$ cat config.mk
export PLATFORM = sky130hd
export DESIGN_NAME = status_shift_out
export DESIGN_NICKNAME = d
export VERILOG_FILES = /design/src/rtl/sso_pkg.sv /design/src/rtl/sso_edge.sv /design/src/rtl/sso_frame.sv /design/src/rtl/sso_shifter.sv /design/src/rtl/status_shift_out.sv
export SDC_FILE = /design/constraint.sdc
export NUM_CORES = 1
export LEC_CHECK = 0
export CORE_UTILIZATION = 35
export DETAILED_ROUTE_END_ITERATION = 16
export HOLD_SLACK_MARGIN = 0.12
export SETUP_SLACK_MARGIN = 0.4
export SLEW_MARGIN = 20
export SYNTH_ARGS = -nofsm -noshare
export SYNTH_HDL_FRONTEND = slang
export SYNTH_SLANG_ARGS = --single-unit
$ cat constraint.sdc
create_clock -name clk_i -period 1.6 [get_ports clk_i]
set_input_delay 0.4 -clock clk_i [delete_from_list [all_inputs] [get_ports clk_i]]
set_output_delay 0.4 -clock clk_i [all_outputs]
set_load 0.01 [all_outputs]
$ cat src/rtl/sso_pkg.sv
package sso_pkg;
    localparam int DEF_PORT_W = 2;
    localparam int DEF_CNT_W  = 20;
    localparam int DEF_UL_W   = 4;
    localparam int DEF_PAD_W  = 2;

    typedef enum logic [1:0] {
        SSO_IDLE  = 2'd0,
        SSO_LOAD  = 2'd1,
        SSO_SHIFT = 2'd2,
        SSO_HOLD  = 2'd3
    } sso_op_e;
endpackage

$ cat src/rtl/sso_edge.sv
module sso_edge (
    input  logic clk_i,
    input  logic rst_ni,
    input  logic sclk_i,
    output logic fall_o
);
    typedef struct packed {
        logic prev;
    } edge_st_t;

    edge_st_t st_d, st_q;

    always_comb begin
        st_d      = st_q;
        st_d.prev = sclk_i;
        fall_o    = st_q.prev & ~sclk_i;
    end

    always_ff @(posedge clk_i) begin
        if (!rst_ni) st_q <= '0;
        else         st_q <= st_d;
    end
endmodule

$ cat src/rtl/sso_frame.sv
module sso_frame #(
    parameter int PORT_W = 2,
    parameter int CNT_W  = 20,
    parameter int UL_W   = 4,
    parameter int PAD_W  = 2,
    localparam int FRAME_W = PORT_W + CNT_W + UL_W + PAD_W
) (
    input  logic [PORT_W-1:0]  port_i,
    input  logic [CNT_W-1:0]   count_i,
    input  logic [UL_W-1:0]    unlock_i,
    output logic [FRAME_W-1:0] frame_o
);
    localparam int CNT_TOP = FRAME_W - 1 - PORT_W;
    localparam int UL_TOP  = CNT_TOP - CNT_W;

    // port bit 0 goes out first, so it sits at the MSB
    for (genvar g = 0; g < PORT_W; g++) begin : g_port
        assign frame_o[FRAME_W-1-g] = port_i[g];
    end

    assign frame_o[CNT_TOP -: CNT_W] = count_i;
    assign frame_o[UL_TOP -: UL_W]   = unlock_i;
    assign frame_o[PAD_W-1:0]        = '0;
endmodule

$ cat src/rtl/sso_shifter.sv
module sso_shifter
    import sso_pkg::*;
#(
    parameter int FRAME_W = 28
) (
    input  logic               clk_i,
    input  logic               rst_ni,
    input  logic               sel_i,
    input  logic               fall_i,
    input  logic [FRAME_W-1:0] frame_i,
    output logic               sdo_o,
    output logic               clr_o
);
    typedef struct packed {
        logic [FRAME_W-1:0] sr;
        logic               dout;
        logic               clr;
        logic               sel;
    } shift_st_t;

    shift_st_t st_d, st_q;
    sso_op_e   op;

    always_comb begin
        if (!sel_i)              op = SSO_IDLE;
        else if (!st_q.sel)      op = SSO_LOAD;
        else if (fall_i)         op = SSO_SHIFT;
        else                     op = SSO_HOLD;

        st_d     = st_q;
        st_d.sel = sel_i;
        st_d.clr = (op == SSO_LOAD);
        unique case (op)
            SSO_IDLE: st_d.dout = 1'b0;
            SSO_LOAD: begin
                st_d.sr   = frame_i;
                st_d.dout = frame_i[FRAME_W-1];
            end
            SSO_SHIFT: begin
                st_d.sr   = {st_q.sr[FRAME_W-2:0], 1'b0};
                st_d.dout = st_q.sr[FRAME_W-2];
            end
            default: st_d.dout = st_q.dout;
        endcase
    end

    always_ff @(posedge clk_i) begin
        if (!rst_ni) st_q <= '0;
        else         st_q <= st_d;
    end

    assign sdo_o = st_q.dout;
    assign clr_o = st_q.clr;
endmodule

$ cat src/rtl/status_shift_out.sv
module status_shift_out
    import sso_pkg::*;
#(
    parameter int PORT_W = DEF_PORT_W,
    parameter int CNT_W  = DEF_CNT_W,
    parameter int UL_W   = DEF_UL_W,
    parameter int PAD_W  = DEF_PAD_W
) (
    input  logic              clk_i,
    input  logic              rst_ni,
    input  logic              sclk_i,
    input  logic              sen_i,
    input  logic              rd_mode_i,
    input  logic [PORT_W-1:0] port_i,
    input  logic [CNT_W-1:0]  count_i,
    input  logic [UL_W-1:0]   unlock_i,
    output logic              sdo_o,
    output logic              unlock_clr_o
);
    localparam int FRAME_W = PORT_W + CNT_W + UL_W + PAD_W;

    logic               fall;
    logic               sel;
    logic [FRAME_W-1:0] frame;

    assign sel = sen_i & rd_mode_i;

    sso_edge u_edge (
        .clk_i  (clk_i),
        .rst_ni (rst_ni),
        .sclk_i (sclk_i),
        .fall_o (fall)
    );

    sso_frame #(
        .PORT_W (PORT_W),
        .CNT_W  (CNT_W),
        .UL_W   (UL_W),
        .PAD_W  (PAD_W)
    ) u_frame (
        .port_i   (port_i),
        .count_i  (count_i),
        .unlock_i (unlock_i),
        .frame_o  (frame)
    );

    sso_shifter #(
        .FRAME_W (FRAME_W)
    ) u_shift (
        .clk_i   (clk_i),
        .rst_ni  (rst_ni),
        .sel_i   (sel),
        .fall_i  (fall),
        .frame_i (frame),
        .sdo_o   (sdo_o),
        .clr_o   (unlock_clr_o)
    );
endmodule

==> impl_metrics.prom, run 1 <==
# TYPE chip_impl_metric gauge
chip_impl_metric{name="holdWs",unit="ps"} 469
chip_impl_metric{name="cp.required",unit="ps"} 1820
chip_impl_metric{name="post-synth-top-area-fraction",unit="%"} 45.3
chip_impl_metric{name="drtIter0Drc",unit=""} 35
chip_impl_metric{name="portBuffers",unit=""} 32
chip_impl_metric{name="finalCriticalPeriod",unit="ps"} 1460
chip_impl_metric{name="grt_antenna_before_repair",unit=""} 0
chip_impl_metric{name="synth.ff_latch_count",unit=""} 29
chip_impl_metric{name="gp_congestion",unit=""} 0.736
chip_impl_info{name="post_synth_main_area_contributors",value="dfxtp_1 45%, mux2i_1 19%, a21oi_1 9.4%"} 1
chip_impl_metric{name="power-per-cell-area",unit="mW/mm²"} 833
chip_impl_info{name="cts_tree",value="yes"} 1
chip_impl_metric{name="final_nets",unit=""} 206
chip_impl_metric{name="floorplan.initialDensity",unit="%"} 37.5
chip_impl_metric{name="worstSkewPairLatency",unit="ps"} 330
chip_impl_metric{name="synth_nets",unit=""} 164
chip_impl_metric{name="flow.area_growth_from_synthesis",unit="%"} 45.5
chip_impl_metric{name="detail_route.wl_per_cell",unit="µm"} 12.2
chip_impl_info{name="yosysTopAreaCell",value="dfxtp_1"} 1
chip_impl_metric{name="first_global_vias",unit=""} 1053
chip_impl_metric{name="p_leak",unit="nW"} 0.680
chip_impl_metric{name="setup_total_negative_slack",unit="ps"} 0
chip_impl_info{name="timing.hold.worst.class",value="flop to flop"} 1
chip_impl_metric{name="postRouteWirelength",unit="µm"} 2670
chip_impl_metric{name="vias",unit=""} 1058
chip_impl_metric{name="n_antenna_cell",unit=""} 0
chip_impl_metric{name="post_synth_num_cell_types",unit=""} 21
chip_impl_metric{name="h_tree_levels",unit=""} 2
chip_impl_metric{name="placeableCoreArea",unit="mm²"} 0.00342
chip_impl_metric{name="vdd.ir_drop.worst",unit="µV"} 556
chip_impl_metric{name="yosys_warnings",unit=""} 0
chip_impl_metric{name="detailed_place_hpwl",unit="µm"} 1760
chip_impl_metric{name="grt_pass1_wl",unit="µm"} 4430
chip_impl_metric{name="cts_made_buffers",unit=""} 5
chip_impl_metric{name="tightest_slew",unit="ps"} 252
chip_impl_metric{name="grt_util_all_layers",unit="%"} 14.5
chip_impl_metric{name="count_of_hold_fix_buffers_inserted_at_cts",unit=""} 0
chip_impl_info{name="worst-setup-path-type",value="flop to flop"} 1
chip_impl_metric{name="max-slew-margin-rel",unit="%"} 83.1
chip_impl_metric{name="grt_start_max_net_pins",unit=""} 31
chip_impl_metric{name="floorplan.die.width",unit="µm"} 62.5
chip_impl_info{name="status",value="complete, no violations"} 1
chip_impl_metric{name="number_of_fillers_in_the_final_layout",unit=""} 326
chip_impl_metric{name="fin_skew",unit="ps"} 9.90
chip_impl_info{name="cts-root-buf",value="clkbuf_4"} 1
chip_impl_metric{name="io_pins",unit=""} 33
chip_impl_metric{name="timing.max_cap.violations",unit=""} 0
chip_impl_metric{name="cts.path.max_buffers",unit=""} 2
chip_impl_metric{name="whs_path_depth",unit=""} 2
chip_impl_metric{name="critical_path_arrival",unit="ps"} 1670
chip_impl_info{name="grt_setup_unrepaired",value="true"} 1
chip_impl_metric{name="dr.pass1.iters",unit=""} 4
chip_impl_metric{name="timing.final.setup_violations",unit=""} 0
chip_impl_metric{name="synth.yosys.seq_area_share",unit="%"} 45.3
chip_impl_metric{name="drc_errors",unit=""} 0
chip_impl_metric{name="syn-instance-count",unit=""} 130
chip_impl_metric{name="grt_ovf",unit=""} 0
chip_impl_metric{name="tritoncts_num_sinks",unit=""} 29
chip_impl_metric{name="placementRows",unit=""} 21
chip_impl_metric{name="via_per_inst",unit=""} 4.83
chip_impl_metric{name="syn_area_per_cell",unit="µm²"} 9.86
chip_impl_metric{name="final-max-slew-violation-count",unit=""} 0
chip_impl_metric{name="critical_path_peak_fanout",unit=""} 9
chip_impl_metric{name="finalCritPeriodShare",unit="%"} 91.0
chip_impl_metric{name="die-height",unit="µm"} 62.5
chip_impl_metric{name="die_area",unit="mm²"} 0.00391
chip_impl_metric{name="fmaxAchievable",unit="GHz"} 0.687
chip_impl_metric{name="synth.cell_area",unit="mm²"} 0.00128
chip_impl_metric{name="worst_setup_hold_path_clk_slew",unit="ps"} 100
chip_impl_metric{name="fraction_of_layout_cells_with_a_size_suffix_above_1",unit="%"} 18.5
chip_impl_metric{name="hold_viol",unit=""} 0
chip_impl_info{name="mostFrequentLayoutCells",value="27 x clkdlybuf4s50_1, 27 x dfxtp_1, 24 x a21oi_1, 23 x mux2i_1, 17 x o21ai_1"} 1
chip_impl_info{name="crit_path_capture_type",value="flop"} 1
chip_impl_info{name="setup.worst_path.start_class",value="flop"} 1
chip_impl_metric{name="final_antenna_net_count",unit=""} 0
chip_impl_metric{name="rr_worst_depth",unit=""} 6
power by group:
part	switching (W)	internal (W)	leakage, nW
Sequential	0.0000271	0.000775	0.240
Clock	0.000253	0.000254	0.0413
Combinational	0.0000952	0.000149	0.398
Total	0.000376	0.00118	0.680
cells by family (layout without fill, tap and decap cells):
| kind of cell | after synthesis | after routing | synth area share (%) |
|---|---|---|---|
| simple gates | 9 | 9 | 4.30 |
| buf+inv | 12 | 55 | 7.03 |
| fa+ha+maj | 3 | 3 | 2.93 |
| mux | 24 | 24 | 18.7 |
| compound gates | 53 | 53 | 21.7 |
| flops | 29 | 29 | 45.3 |
synthesized netlist by cell type:
library cell / instances
dfxtp_1: 29
nand3_1: 1
a21boi_1: 1
buf_2: 4
and2_1: 2
nand3b_1: 2
and3_1: 2
ha_1: 3
buf_6: 1
buf_12: 2
nand2_1: 1
nand2b_1: 1
mux2i_1: 24
a22oi_1: 1
o211a_1: 1
clkbuf_1: 4
inv_1: 1
o21ai_1: 2
o211ai_1: 1
o21ai_0: 23
a21oi_1: 24
through the flow:
stage	total power [W]	utilization (%)	cell area (µm²)	instances	worst slack [ps]
2_1_floorplan	0.000921	-	1310	130	218
3_3_place_gp	0.00104	50.3	1720	208	-339
6_report	0.00155	54.6	1860	219	144
4_1_cts	0.00156	53.9	1840	218	144
3_5_place_dp	0.00104	50.3	1720	208	-358
5_1_grt	0.00164	54.6	1860	219	60.4
sequential cells by signal, summed over array words and instances (netlist names):
signal and flops:
u_shift.sdo_o 1, u_shift.st_q 26, u_edge.st_q 1, u_shift.clr_o 1
layer usage:
layer | up-vias | GRT usage [%] | part of all wire [%]
met4 | 0 | 6.10 | 1.6
li1 | 557 | - | -
met1 | 475 | 15.5 | 45
met2 | 20 | 25.4 | 48
met3 | 6 | 5.29 | 4.6
met5 | - | 0 | 0
critical path, cell delays in order, from the launching register on:
cell      delay [ps]
dfxtp_2          350
nand2_2           60
o211ai_1         250
ha_4             240
buf_12           150
mux2i_1          190
a21oi_1           80
path summary, 6_finish.rpt:
check	start	end	slack (ps)
setup / recovery	u_shift.st_q[0]	u_shift.st_q[26]	140
hold / removal	u_shift.sdo_o	u_shift.sdo_o	470
setup reg to reg	u_shift.st_q[0]	u_shift.st_q[26]	140
hold reg to reg	u_shift.sdo_o	u_shift.sdo_o	470
layout make-up:
cell class	instances	area (µm²)	share of cell area, %
clock buffer	7	65.1	3.49
timing repair buffer	46	495	26.6
inverter	1	3.75	0.201
tap	46	57.6	3.09
clock inverter	1	5.00	0.268
sequential	29	583	31.3
multi-input combinational	89	654	35.1
repair_timing:
item	CTS	global route
gates resized for setup	28	10
pin swaps	5	4
buffers inserted	0	1
hold endpoints to repair	0	0
endpoints found under the setup margin	29	28
gates cloned	2	0
(Power assumes the default switching activity.)
==> inputs of run 2 (changes only) <==
Settings changed: CORE_UTILIZATION 35 to 40, PLACE_DENSITY set to 0.68, SKIP_CTS_REPAIR_TIMING set to 1.
==> run 2 against run 1 <==
  * Worst hold slack lost 82 ps
  * Sequential power about the same
  * Non-clock buffer count did not move
  * Die area fell by 12%
  * Sequential share of layout area decreased by 1.4 points
  * Clock skew shrank 3.9 ps
  * Critical endpoint is now u_shift.st_q[12]
  * Critical path type unchanged
  * Register-to-register slack worse by 120 ps
==> impl_metrics.prom, run 2 (synthesized netlist as in run 1, its figures left out) <==
# TYPE chip_impl_metric gauge
chip_impl_info{name="status",value="complete, no violations"} 1
chip_impl_info{name="regMostFlops",value="u_shift.st_q"} 1
chip_impl_metric{name="whs_path_depth",unit=""} 2
chip_impl_metric{name="final-max-slew-violation-count",unit=""} 0
chip_impl_metric{name="hold_viol",unit=""} 0
chip_impl_info{name="whs_endpoint",value="u_edge.st_q"} 1
chip_impl_metric{name="grt_pass1_wl",unit="µm"} 4240
chip_impl_metric{name="final_antenna_net_count",unit=""} 0
chip_impl_info{name="mostFrequentLayoutCells",value="27 x clkdlybuf4s50_1, 26 x dfxtp_1, 23 x mux2i_1, 23 x a21oi_1, 13 x o21ai_0"} 1
chip_impl_metric{name="flow.area_growth_from_synthesis",unit="%"} 52.5
chip_impl_metric{name="h_tree_levels",unit=""} 2
chip_impl_metric{name="power-per-cell-area",unit="mW/mm²"} 800
chip_impl_info{name="crit_path_capture_type",value="flop"} 1
chip_impl_metric{name="n_antenna_cell",unit=""} 0
chip_impl_metric{name="critical_path_peak_fanout",unit=""} 8
chip_impl_metric{name="portBuffers",unit=""} 32
chip_impl_metric{name="grt_ovf",unit=""} 0
chip_impl_metric{name="tightest_slew",unit="ps"} 280
chip_impl_info{name="grt_setup_unrepaired",value="true"} 1
chip_impl_metric{name="timing.final.setup_violations",unit=""} 0
chip_impl_metric{name="vias",unit=""} 1099
chip_impl_metric{name="floorplan.die.width",unit="µm"} 58.6
chip_impl_metric{name="die_area",unit="mm²"} 0.00343
chip_impl_metric{name="largest_reg_flops",unit=""} 26
chip_impl_metric{name="io_pins",unit=""} 33
chip_impl_metric{name="critical_path_arrival",unit="ps"} 1790
chip_impl_metric{name="max-slew-margin-rel",unit="%"} 81.2
chip_impl_metric{name="via_per_inst",unit=""} 5.06
chip_impl_metric{name="switching_share",unit="%"} 23.8
chip_impl_metric{name="post-route-cell-area",unit="mm²"} 0.00195
chip_impl_info{name="r2r_end",value="u_shift.st_q[12]"} 1
chip_impl_info{name="cts_tree",value="yes"} 1
chip_impl_metric{name="vdd.ir_drop.worst",unit="µV"} 475
chip_impl_info{name="layout_commonest_cell",value="clkdlybuf4s50_1"} 1
chip_impl_metric{name="placementRows",unit=""} 20
chip_impl_metric{name="gp_congestion",unit=""} 0.734
chip_impl_info{name="setup.worst_path.start_class",value="flop"} 1
chip_impl_metric{name="comb_power_share",unit="%"} 16.8
chip_impl_info{name="worstReg2RegStart",value="u_shift.st_q[0]"} 1
chip_impl_info{name="timing.hold.worst.class",value="input port to flop"} 1
chip_impl_metric{name="power_frac_seq",unit="%"} 51.3
chip_impl_metric{name="dpl-instance-area",unit="mm²"} 0.00173
chip_impl_metric{name="postRouteWirelength",unit="µm"} 2950
chip_impl_metric{name="first_global_vias",unit=""} 1034
chip_impl_metric{name="fraction_of_layout_cells_with_a_size_suffix_above_1",unit="%"} 19.7
chip_impl_metric{name="placeableCoreArea",unit="mm²"} 0.00305
chip_impl_metric{name="floorplan.initialDensity",unit="%"} 42.0
chip_impl_metric{name="die-height",unit="µm"} 58.6
chip_impl_metric{name="grt_start_max_net_pins",unit=""} 31
chip_impl_metric{name="timing.max_cap.violations",unit=""} 0
chip_impl_info{name="holdCritStartpoint",value="sclk_i"} 1
chip_impl_metric{name="rr_worst_depth",unit=""} 6
chip_impl_metric{name="final_nets",unit=""} 206
chip_impl_metric{name="p_leak",unit="nW"} 0.724
chip_impl_metric{name="fmaxAchievable",unit="GHz"} 0.634
chip_impl_metric{name="cellInternalPower",unit="W"} 0.00119
chip_impl_metric{name="detailed_place_hpwl",unit="µm"} 1800
chip_impl_metric{name="drc_errors",unit=""} 0
chip_impl_metric{name="worst_setup_hold_path_clk_slew",unit="ps"} 90
chip_impl_metric{name="cts.path.max_buffers",unit=""} 2
chip_impl_info{name="cts-root-buf",value="clkbuf_4"} 1
chip_impl_metric{name="finalCriticalPeriod",unit="ps"} 1580
chip_impl_metric{name="tritoncts_num_sinks",unit=""} 29
chip_impl_metric{name="cts_made_buffers",unit=""} 5
chip_impl_metric{name="dpl.cell_count",unit=""} 204
chip_impl_metric{name="power_frac_clock",unit="%"} 31.9
chip_impl_metric{name="p_switching",unit="W"} 0.000372
chip_impl_metric{name="grt_antenna_before_repair",unit=""} 0
chip_impl_metric{name="fin_skew",unit="ps"} 5.99
chip_impl_metric{name="cp.required",unit="ps"} 1820
chip_impl_metric{name="finalCritPeriodShare",unit="%"} 98.6
chip_impl_metric{name="finish.utilization",unit="%"} 64.0
chip_impl_metric{name="dr.pass1.iters",unit=""} 4
chip_impl_metric{name="r2r_slack",unit="ps"} 20
chip_impl_info{name="worst-setup-path-type",value="flop to flop"} 1
chip_impl_metric{name="worstSkewPairLatency",unit="ps"} 320
chip_impl_metric{name="drtIter0Drc",unit=""} 18
chip_impl_metric{name="number_of_fillers_in_the_final_layout",unit=""} 262
chip_impl_metric{name="detail_route.wl_per_cell",unit="µm"} 13.6
chip_impl_metric{name="stdcell_count",unit=""} 217
chip_impl_metric{name="grt_util_all_layers",unit="%"} 16.4
[run 2: changes by cell type in the layout (fill, tap and decap cells not counted), sizes merged]
| cell | change |
|---|---|
| buf | -5 |
| clkbuf | +5 |
| dlygate4sd2 | -3 |
| dlymetal6s2s | +3 |
[run 2: routing by layer]
layer,up-vias,GRT usage [%],part of all wire (%)
met1,513,19.1,46
met4,0,8.16,0.95
li1,553,-,-
met5,-,0,0
met3,4,3.96,4.7
met2,29,28.2,48
[run 2: cell type report]
cell class / count / area [µm²] / share of cell area [%]
inverter: 1 / 3.75 / 0.192
timing repair buffer: 46 / 574 / 29.4
tap: 44 / 55.1 / 2.82
clock buffer: 7 / 65.1 / 3.33
clock inverter: 1 / 5.00 / 0.256
multi-input combinational: 89 / 667 / 34.1
sequential: 29 / 584 / 29.9
[run 2: how the worst max path moves through the flow]
stage          depth (start not counted)  slack [ps]            start          endpoint
2_1_floorplan                          6         220            sen_i  u_shift.st_q[20]
3_3_place_gp                           6        -340            sen_i  u_shift.st_q[16]
3_5_place_dp                           6        -410           sclk_i  u_shift.st_q[16]
4_1_cts                                6         -80           sclk_i  u_shift.st_q[16]
5_1_grt                                6         -20  u_shift.st_q[0]  u_shift.st_q[12]
6_report                               6          20  u_shift.st_q[0]  u_shift.st_q[12]
[run 2: worst max-delay path, stage by stage, from the launching register on]
cell	delay, ps
dfxtp_2	350
nand2_2	60
o211ai_1	270
ha_4	290
clkbuf_16	190
mux2i_1	220
a21oi_1	90
[run 2: metrics by stage]
step	setup TNS, ps	hold WS [ps]	worst slack, ps	power [W]
after floorplan	0	444	218	0.000921
after global placement	-7820	449	-337	0.00104
after detailed placement	-8960	467	-410	0.00105
after CTS	-388	482	-78.6	0.00155
after global routing	-19.3	391	-19.3	0.00164
final	0	387	21.9	0.00156
[run 2: power groups by stage]
stage               sequential (W)  combinational [W]  clock [W]
floorplan                 0.000808           0.000112          0
global placement          0.000813           0.000232          0
detailed placement        0.000815           0.000239          0
CTS                       0.000798           0.000239   0.000512
global route              0.000809           0.000285   0.000549
finish                    0.000802           0.000263   0.000498
==> inputs of run 3 (changes only) <==
Settings changed: HOLD_SLACK_MARGIN 0.12 to 0.06.
==> results of run 3 <==
No change in the layout: final DEF, timing and power equal those of run 2.
